**config.mk**
```make
export PLATFORM = sky130hd
export DESIGN_NAME = prbs_lane_monitor
export DESIGN_NICKNAME = d
export VERILOG_FILES = /design/src/rtl/prbs_mon_pkg.sv /design/src/rtl/prbs_lane_chk.sv /design/src/rtl/err_tally.sv /design/src/rtl/seg7_enc.sv /design/src/rtl/prbs_lane_monitor.sv
export SDC_FILE = /design/constraint.sdc
export NUM_CORES = 1
export LEC_CHECK = 0
export ABC_AREA = 1
export BUFFER_PORTS_ARGS = -buffer_cell sky130_fd_sc_hd__clkbuf_2
export CAP_MARGIN = 20
export CELL_PAD_IN_SITES_DETAIL_PLACEMENT = 0
export CELL_PAD_IN_SITES_GLOBAL_PLACEMENT = 1
export CORE_ASPECT_RATIO = 1.2
export CORE_MARGIN = 2
export CORE_UTILIZATION = 40
export CTS_CLUSTER_DIAMETER = 80
export DETAILED_ROUTE_END_ITERATION = 7
export PLACE_DENSITY = 0.9
export SLEW_MARGIN = 20
export SYNTH_ARGS = -nofsm -noshare
export SYNTH_HDL_FRONTEND = slang
export SYNTH_SLANG_ARGS = --single-unit
```
**constraint.sdc**
```tcl
create_clock -name clk -period 2.9 [get_ports clk]
set_clock_uncertainty 0.1 [all_clocks]
set_input_delay 0.29 -clock clk [delete_from_list [all_inputs] [get_ports clk]]
set_output_delay 0.29 -clock clk [all_outputs]
set_load 0.01 [all_outputs]
```
**src/rtl/prbs_mon_pkg.sv**
```systemverilog
// Shared definitions for the PRBS loopback checker.
// Assumes the reference stream uses the recurrence b[n] = b[n-6] ^ b[n-7].
package prbs_mon_pkg;
    localparam int PRBS_TAP_NEAR = 6;
    localparam int PRBS_TAP_FAR  = 7;
    localparam int DIGIT_W       = 4;
    localparam int SEG_W         = 7;

    typedef logic [DIGIT_W-1:0] bcd_t;
    typedef logic [SEG_W-1:0]   seg_t;
endpackage

```
**src/rtl/prbs_lane_chk.sv**
```systemverilog
// One receive lane: a reference generator plus a byte comparator.
// The generator is loaded from the sync word when valid rises. That byte is
// not compared. Every later valid byte is compared with the prediction, and
// the reference advances whether or not the byte matched.
// Assumes LANE_W >= PRBS_TAP_FAR and a non-zero sync word.
module prbs_lane_chk #(
    parameter int                LANE_W    = 8,
    parameter logic [LANE_W-1:0] SYNC_WORD = 8'h3C
) (
    input  logic              clk,
    input  logic              rst_n,
    input  logic [LANE_W-1:0] data_i,
    input  logic              valid_i,
    output logic              match_o,
    output logic              miss_o
);
    import prbs_mon_pkg::*;

    localparam int HIST_W = 2 * LANE_W;

    logic              valid_q;
    logic [LANE_W-1:0] ref_q;
    logic [LANE_W-1:0] ref_seed;
    logic [LANE_W-1:0] ref_next;
    logic              compare_en;

    // Next word: extend the bit history by LANE_W bits, earliest bit in the MSB.
    function automatic logic [LANE_W-1:0] prbs_advance(input logic [LANE_W-1:0] w);
        logic [HIST_W-1:0] h;
        logic [LANE_W-1:0] r;
        h = '0;
        r = '0;
        for (int j = 0; j < LANE_W; j++) h[j] = w[LANE_W-1-j];
        for (int n = LANE_W; n < HIST_W; n++)
            h[n] = h[n-PRBS_TAP_NEAR] ^ h[n-PRBS_TAP_FAR];
        for (int j = 0; j < LANE_W; j++) r[LANE_W-1-j] = h[LANE_W+j];
        return r;
    endfunction

    // Seed selection: the sync word on a valid rise, else the current prediction.
    always_comb begin
        ref_seed   = (valid_i && !valid_q) ? SYNC_WORD : ref_q;
        ref_next   = prbs_advance(ref_seed);
        compare_en = valid_i && valid_q;
        miss_o     = compare_en && (data_i != ref_q);
    end

    // Lane state: valid history, prediction and registered match.
    always_ff @(posedge clk) begin
        if (!rst_n) begin
            valid_q <= 1'b0;
            ref_q   <= '0;
            match_o <= 1'b0;
        end else begin
            valid_q <= valid_i;
            if (valid_i) ref_q <= ref_next;
            match_o <= compare_en && (data_i == ref_q);
        end
    end


    match_needs_history_chk: assert property (@(posedge clk) disable iff (!rst_n)
        match_o |-> ($past(valid_i) && $past(valid_q)));


    rise_not_compared_chk: assert property (@(posedge clk) disable iff (!rst_n)
        (valid_i && !valid_q) |=> !match_o);


    idle_no_miss_chk: assert property (@(posedge clk) disable iff (!rst_n)
        !valid_i |-> !miss_o);
endmodule

```
**src/rtl/err_tally.sv**
```systemverilog
// Error bookkeeping: a sticky flag and a two-digit BCD total that saturates
// at 99. The total adds at most one per cycle. Clear takes priority over a hit.
module err_tally (
    input  logic               clk,
    input  logic               rst_n,
    input  logic               clr,
    input  logic               hit,
    output logic               flag_o,
    output prbs_mon_pkg::bcd_t tens_o,
    output prbs_mon_pkg::bcd_t ones_o
);
    import prbs_mon_pkg::*;

    localparam bcd_t DIGIT_MAX = 4'd9;

    logic at_max;
    logic [6:0] total;

    // Saturation test and the binary total used by the checks.
    always_comb begin
        at_max = (tens_o == DIGIT_MAX) && (ones_o == DIGIT_MAX);
        total  = 7'(tens_o) * 7'd10 + 7'(ones_o);
    end

    // Flag and BCD counter update.
    always_ff @(posedge clk) begin
        if (!rst_n || clr) begin
            flag_o <= 1'b0;
            tens_o <= '0;
            ones_o <= '0;
        end else if (hit) begin
            flag_o <= 1'b1;
            if (!at_max) begin
                if (ones_o == DIGIT_MAX) begin
                    ones_o <= '0;
                    tens_o <= tens_o + 4'd1;
                end else begin
                    ones_o <= ones_o + 4'd1;
                end
            end
        end
    end


    digits_decimal_chk: assert property (@(posedge clk) disable iff (!rst_n)
        (tens_o <= DIGIT_MAX) && (ones_o <= DIGIT_MAX));


    saturate_hold_chk: assert property (@(posedge clk) disable iff (!rst_n)
        (at_max && !clr) |=> at_max);


    clear_wins_chk: assert property (@(posedge clk) disable iff (!rst_n)
        clr |=> (total == 7'd0) && !flag_o);


    flag_sticky_chk: assert property (@(posedge clk) disable iff (!rst_n)
        (flag_o && !clr) |=> flag_o);


    step_by_one_chk: assert property (@(posedge clk) disable iff (!rst_n)
        (hit && !clr && !at_max) |=> (total == $past(total) + 7'd1));
endmodule

```
**src/rtl/seg7_enc.sv**
```systemverilog
// BCD digit to active-high seven-segment pattern, bit 0 = a .. bit 6 = g.
// Assumes a decimal digit; other codes blank the display.
module seg7_enc (
    input  prbs_mon_pkg::bcd_t digit_i,
    output prbs_mon_pkg::seg_t seg_o
);
    // Digit lookup.
    always_comb begin
        case (digit_i)
            4'd0:    seg_o = 7'h3F;
            4'd1:    seg_o = 7'h06;
            4'd2:    seg_o = 7'h5B;
            4'd3:    seg_o = 7'h4F;
            4'd4:    seg_o = 7'h66;
            4'd5:    seg_o = 7'h6D;
            4'd6:    seg_o = 7'h7D;
            4'd7:    seg_o = 7'h07;
            4'd8:    seg_o = 7'h7F;
            4'd9:    seg_o = 7'h6F;
            default: seg_o = 7'h00;
        endcase
    end
endmodule

```
**src/rtl/prbs_lane_monitor.sv**
```systemverilog
// Top level: one checker per lane, a global match, and an error tally shown
// on two seven-segment digits.
// Assumes the lane data is already byte aligned and that valid rises on the
// sync word.
module prbs_lane_monitor #(
    parameter int                NUM_LANES = 17,
    parameter int                LANE_W    = 8,
    parameter logic [LANE_W-1:0] SYNC_WORD = 8'h3C
) (
    input  logic                          clk,
    input  logic                          rst_n,
    input  logic                          clr,
    input  logic [NUM_LANES*LANE_W-1:0]   lane_data,
    input  logic [NUM_LANES-1:0]          lane_valid,
    output logic [NUM_LANES-1:0]          lane_match,
    output logic                          all_match,
    output logic                          err_flag,
    output logic [7:0]                    err_bcd,
    output logic [6:0]                    seg_tens,
    output logic [6:0]                    seg_ones
);
    import prbs_mon_pkg::*;

    logic [NUM_LANES-1:0] lane_miss;
    logic                 any_miss;
    bcd_t                 tens_d;
    bcd_t                 ones_d;

    for (genvar i = 0; i < NUM_LANES; i++) begin : g_lane
        prbs_lane_chk #(
            .LANE_W    (LANE_W),
            .SYNC_WORD (SYNC_WORD)
        ) i_lane (
            .clk     (clk),
            .rst_n   (rst_n),
            .data_i  (lane_data[i*LANE_W +: LANE_W]),
            .valid_i (lane_valid[i]),
            .match_o (lane_match[i]),
            .miss_o  (lane_miss[i])
        );
    end

    // Reduce the lane results into the global flags.
    always_comb begin
        any_miss  = |lane_miss;
        all_match = &lane_match;
        err_bcd   = {tens_d, ones_d};
    end

    err_tally i_tally (
        .clk    (clk),
        .rst_n  (rst_n),
        .clr    (clr),
        .hit    (any_miss),
        .flag_o (err_flag),
        .tens_o (tens_d),
        .ones_o (ones_d)
    );

    seg7_enc i_seg_tens (.digit_i(tens_d), .seg_o(seg_tens));
    seg7_enc i_seg_ones (.digit_i(ones_d), .seg_o(seg_ones));


    all_match_needs_valid_chk: assert property (@(posedge clk) disable iff (!rst_n)
        all_match |-> $past(&lane_valid));


    idle_lane_no_match_chk: assert property (@(posedge clk) disable iff (!rst_n)
        !(&lane_valid) |=> !all_match);
endmodule

```
## Word level (Yosys, flattened, before mapping)

Memory sizes are Yosys's and may differ from the RTL's. A register that Yosys moved wholly into a read port is not among the register bits.
Index checks and enable logic that the tools add are counted.

| cells by class | value |
|---|---|
| bitwise operators | 137 |
| $mul | 0 |
| add/sub/neg operators | 2 |
| reduce and logical (&&, ||, !) cells | 92 |
| div/mod/pow operators | 0 |
| muxes and demuxes | 22 |
| shift operators | 0 |
| magnitude comparators | 0 |
| eq/ne operators | 36 |

Operator list:

| kind | count |
|---|---|
| == test 8 bit | 17 |
| inequality test 8 bit | 17 |
| XOR 1 bit | 136 |
| 2-to-1 mux 7 bit | 17 |
| logical AND 1 bit | 69 |
| 2-to-1 mux 4 bit | 5 |
| logical NOT 1 bit | 18 |
| AND reduction 17 bit | 1 |
| OR reduction 17 bit | 1 |
| adder 4 x 1 -> 4 bit, second input constant | 2 |
| == test 4 bit, second input constant | 2 |
| AND reduction 3 bit | 1 |
| AND reduction 2 bit | 1 |
| logical OR 1 bit | 1 |
| NOT 1 bit | 1 |

| storage, ports and cells | value |
|---|---|
| bits in read-only memories | 224 |
| bits in latches | 0 |
| bits in writable memories | 0 |
| memories | 2 |
| logic and storage cells | 345 |
| flip-flop bits (word level) | 179 |

Memories:

| name | depth | bits a word | rd ports | clocked after memory_dff | wr ports | line | source |
|---|---|---|---|---|---|---|---|
| (name not given) | 16 | 7 | 1 | 1 | 0 | seg7_enc.sv:9 | `case (digit_i)` |
| (name not given) | 16 | 7 | 1 | 1 | 0 | seg7_enc.sv:9 |  |

## Longest topological paths before layout

| depth | value |
|---|---|
| word-level depth | 6 |
| mapped depth | 23 |
| gate-level depth less buffers | 23 |

## By module

Synthesis repeated with hierarchy kept, for this count alone.

| unflattened totals | value |
|---|---|
| cells, all modules | 2133 |
| area total of the unflattened synthesis | 12204.2 um^2 |

Modules (own cells, without submodules):

| module | instances | sequential area each (um^2) | cells each | area an instance (um^2) |
|---|---|---|---|---|
| prbs_lane_chk | 17 | 200.2 | 115 | 658.1 |
| err_tally | 1 | 180.2 | 71 | 479.2 |
| seg7_enc | 2 | 0.0 | 39 | 210.2 |
| prbs_lane_monitor | 1 | 0.0 | 29 | 116.4 |

## Least setup slack after synthesis

Ideal clock, no wire load.

| path | value |
|---|---|
| path kind | reg-to-reg |
| start | register g_lane[2].i_lane.ref_q[1] |
| end | register i_seg_tens.seg_o[1] (netlist name) |
| buffers on the path | 0 |
| library setup time | 116 ps |
| clock period less this slack | 2326 ps |
| data required time | 2684 ps |
| stages on the path, launching flop included | 18 |
| setup slack | 574 ps |
| data arrival time | 2111 ps |
| path through | dfxtp_1 xnor2_1 nand2_1 nor2_1 nand2_1 nand2_1 nand2_1 nor3_2 nand2_4 nand3_2 nand2_1 nand2_1 nand2_1 ha_1 inv_1 nand4_1 nand2_1 nand2_1 |

| between the ends | value |
|---|---|
| longest elaborated chain between the ends | 6 |

RTL lines:

| what | line | source |
|---|---|---|
| start, declared | prbs_lane_chk.sv:22 | `logic [LANE_W-1:0] ref_q;` |
| start signal, assigned | prbs_lane_chk.sv:56 | `if (valid_i) ref_q <= ref_next;` |
| inequality test 8 bit | prbs_lane_chk.sv:45 | `miss_o = compare_en && (data_i != ref_q);` |
| logical AND 1 bit | prbs_lane_chk.sv:45 |  |
| OR reduction 17 bit | prbs_lane_monitor.sv:45 | `any_miss = \|lane_miss;` |
| AND reduction 3 bit (no line) | - |  |
| 2-to-1 mux 4 bit (no line) (2 in series) | - |  |

No other way between the ends.
A chain may end at the register's enable or synchronous reset.

## Worst setup path after layout

| path | value |
|---|---|
| start | register g_lane[7].i_lane.ref_q[5] |
| end | register i_seg_ones.seg_o[4] (netlist name) |

| between the ends | value |
|---|---|
| longest elaborated chain between the ends | 6 |

RTL lines:

| what | line |
|---|---|
| start, declared | prbs_lane_chk.sv:22 |
| start signal, assigned | prbs_lane_chk.sv:56 |
| inequality test 8 bit | prbs_lane_chk.sv:45 |
| logical AND 1 bit | prbs_lane_chk.sv:45 |
| OR reduction 17 bit | prbs_lane_monitor.sv:45 |
| AND reduction 2 bit (no line) | - |
| 2-to-1 mux 4 bit (no line) (2 in series) | - |

No other way between the ends.

==> summary.md <==
| Metric | Value |
|---|---|
| Register area | `0.00387 mm²` |
| CP Data Required Time | `3.12 ns` |
| IO Pins | `197` |
| Area of the multi-input gates | `0.00547 mm²` |
| Post-CTS Setup Inserts | `0` |
| CTS root buf | `clkbuf_16` |
| Vias per Instance | `4.77` |
| Worst-Margin Slew | `0.797 ns` |
| CP max stage cell | `dfxtp_1` |
| Nets | `1791` |
| Area leader, netlist | `dfxtp_1` |
| Fillers | `2562` |
| PwrDens | `494 mW/mm²` |
| CP endpoint kind | `register` |
| Mapped cell area | `0.0102 mm²` |
| Clock Pin Slew Worst Setup and Hold Paths | `0.08 ns` |
| DP Worst Slack | `0.0901 ns` |
| Vias in the first global route | `8610` |
| Post-DP HPWL | `19100 µm` |
| Seq/Total Area, Yosys | `37.9%` |
| Syn avg cell area | `7.27 µm²` |
| First-pass DRT Iterations | `6` |
| Netlist cell types | `32` |
| Worst hold path type | `in -> reg` |
| Fin. max-slew vios | `0` |
| CTS Buf Count | `17` |
| Leak | `5.95 nW` |
| Antenna Violating Nets Remaining | `0` |
| Per-cell routed wire length | `12.8 µm` |
| Gr ovfl total | `0` |
| Syn Inst Count | `1404` |
| Proportion of layout cells with a drive suffix above 1 | `18.9%` |
| Max_slew headroom | `46.9%` |
| Final worst slack | `0.220 ns` |
| Post-layout minimum cycle time | `2.68 ns` |
| Final wirelength | `25100 µm` |
| WS Path Type | `reg -> reg` |
| H-tree levels | `4` |
| Pin count of the biggest net entering global routing | `70` |
| Clk sinks | `193` |
| CTS tree | `yes` |
| RSZ-0062 raised after global routing | `yes` |
| Status | `finished clean` |
| Total GRT Usage | `18.6%` |
| Tcrit/Tclk final | `92.4%` |
| Critical Path Fanout Max | `7` |
| First-pass GRT wire length | `40400 µm` |
| F_max | `0.373 GHz` |
| Top cells by area, synth | `dfxtp_1 38%, nand2_1 14%, xnor2_1 8.7%` |
| Setup Viol. Count Final | `0` |
| Post-synth top area share | `37.9%` |
| IO Port Bufs | `196` |
| Die Width | `150 µm` |
| CTS max path bufs | `2` |
| Core Area | `0.0253 mm²` |
| Worst skew pair latency | `0.43 ns` |
| Height of the chip | `179 µm` |
| Die area | `0.0268 mm²` |
| Crit path cell chain | `nand2_1 -> nand2_1 -> nand2_1 -> nor2_1 -> nand2_1 -> nand2_1 -> nand2_1 -> nor2_1 -> nand2_1 -> nor2_2 -> nand2_4 -> nand2_4 -> o21ai_0 -> nor2_2 -> inv_1 -> ha_1 -> nand3b_1 -> nand3_1 -> nand2_1` |
| Critical path startpoint category | `register` |
| Worst reg2reg path depth | `19` |
| Max VDD drop | `0.371 mV` |
| DR vias | `9370` |
| Placer Congestion | `0.868` |
| Worst path arrival time | `2.90 ns` |
| Max Cap Viol | `0` |
| Synth Warn # | `0` |
| Row cnt | `64` |
| Layout Area Growth over Synthesis | `20.9%` |
| Residual DRC | `0` |
| 1st-iter DRT viols | `391` |
| Initial antenna violation count | `2` |
| Cells on Worst Hold Path | `3` |
| Largest stage delay on the critical path | `0.45 ns` |
| Initial core utilization | `40.3%` |
| Hold Fails Final Rpt | `0` |
| Setup TNS Final | `0 ns` |
| Number of synthesized register bits | `193` |
| Syn Nets | `1574` |
| Critical path's most frequent cell | `nand2_1` |
[cell usage in the layout, fill, tap and decap left out, drive strengths merged]
master and count:
nor4 1, nand3 22, xor2 71, dfxtp 193, nor2 54, or2 7
nand2 392, xnor2 101, nand4 11, inv 184, clkbuf 215, buf 40
o21ai 91, bufinv 2, nand3b 6, a31oi 16, o221ai 23, clkinv 7
nor3 27, clkinvlp 2, o211ai 8, diode 1, a21oi 145, ha 14
o21a 2
[per-stage QoR]
| step | power, W | util, % | cell area, µm² | std cells | hold slack, ns |
|---|---|---|---|---|---|
| after global routing | 0.00641 | 48.7 | 12300 | 1964 | 0.00774 |
| after floorplan | 0.00341 | - | 10200 | 1404 | 0.283 |
| after detailed placement | 0.00372 | 46.2 | 11700 | 1932 | 0.368 |
| after CTS | 0.00618 | 48.6 | 12300 | 1964 | 0.00429 |
| after global placement | 0.00371 | 46.2 | 11700 | 1932 | 0.367 |
| final | 0.00610 | 48.8 | 12300 | 1965 | 0.0274 |
[synthesized netlist by cell type, drive strengths merged]
cell type	number
a21oi	145
a31oi	16
buf	18
clkbuf	20
clkinv	1
dfxtp	193
ha	14
inv	181
nand2	392
nand3	22
nand3b	6
nand4	11
nor2	54
nor3	27
nor4	1
o211ai	8
o21a	2
o21ai	91
o221ai	23
or2	7
xnor2	101
xor2	71
[power by group]
group          switching [W]  total [W]  leakage [nW]  internal, W
Combinational       0.000412   0.000778          4.07     0.000366
Clock                0.00110    0.00244         0.294      0.00133
Sequential          0.000123    0.00288          1.58      0.00276
[flip-flops by register name, indices dropped and copies added, names as in the netlist]
| signal | flops |
|---|---|
| i_tally.flag_o | 1 |
| g_lane.i_lane.valid_q | 17 |
| i_seg_ones.seg_o | 7 |
| g_lane.i_lane.ref_q | 136 |
| i_seg_tens.seg_o | 7 |
| g_lane.i_lane.match_o | 17 |
| i_tally.tens_o | 4 |
| i_tally.ones_o | 4 |
[critical path, delay by kind of cell (launching register included)]
kind	cells	cell delay, ns
buffers and inverters	1	0.12
and+or+nand+nor	16	1.60
AOI/OAI and AO/OA	1	0.13
DFF	1	0.45
adders and majority gates	1	0.19
[timing repair]
item / CTS / global route
resized for setup: 0 / 12
hold buffers: 0 / 0
setup endpoints to repair: 0 / 14
[routing by layer]
metal,track usage [%],vias up,part of all wire [%]
met3,3.49,26,4.5
li1,-,4923,-
met2,32.4,191,48
met4,6.01,0,2.0
met5,0,-,0
met1,23.1,4230,45
[final timing paths]
| path | endpoint | slack [ns] | from |
|---|---|---|---|
| max reg2reg | i_seg_ones.seg_o[4] | 0.22 | g_lane[7].i_lane.ref_q[5] |
| max | i_seg_ones.seg_o[4] | 0.22 | g_lane[7].i_lane.ref_q[5] |
| min reg2reg | g_lane[11].i_lane.ref_q[7] | 0.38 | g_lane[11].i_lane.ref_q[7] |
| min | g_lane[6].i_lane.valid_q | 0.03 | lane_valid[6] |
[cell type report]
cell class / count / share of cell area [%]
clock buffer: 19 / 3.59
timing repair buffer: 236 / 10.4
clock inverter: 13 / 1.41
inverter: 182 / 5.56
antenna: 1 / 0.0203
sequential: 193 / 31.4
tap: 330 / 3.35
multi-input combinational: 991 / 44.3
[cell families after synthesis]
group | synth area share (%)
buffers and inverters | 8.74
AND/OR/NAND/NOR | 21.6
XOR/XNOR | 14.8
flip-flops | 37.9
AO/OA/AOI/OAI | 15.3
adder cells (fa/ha/maj) | 1.72
Note: power is estimated with default switching activity, not from simulation.
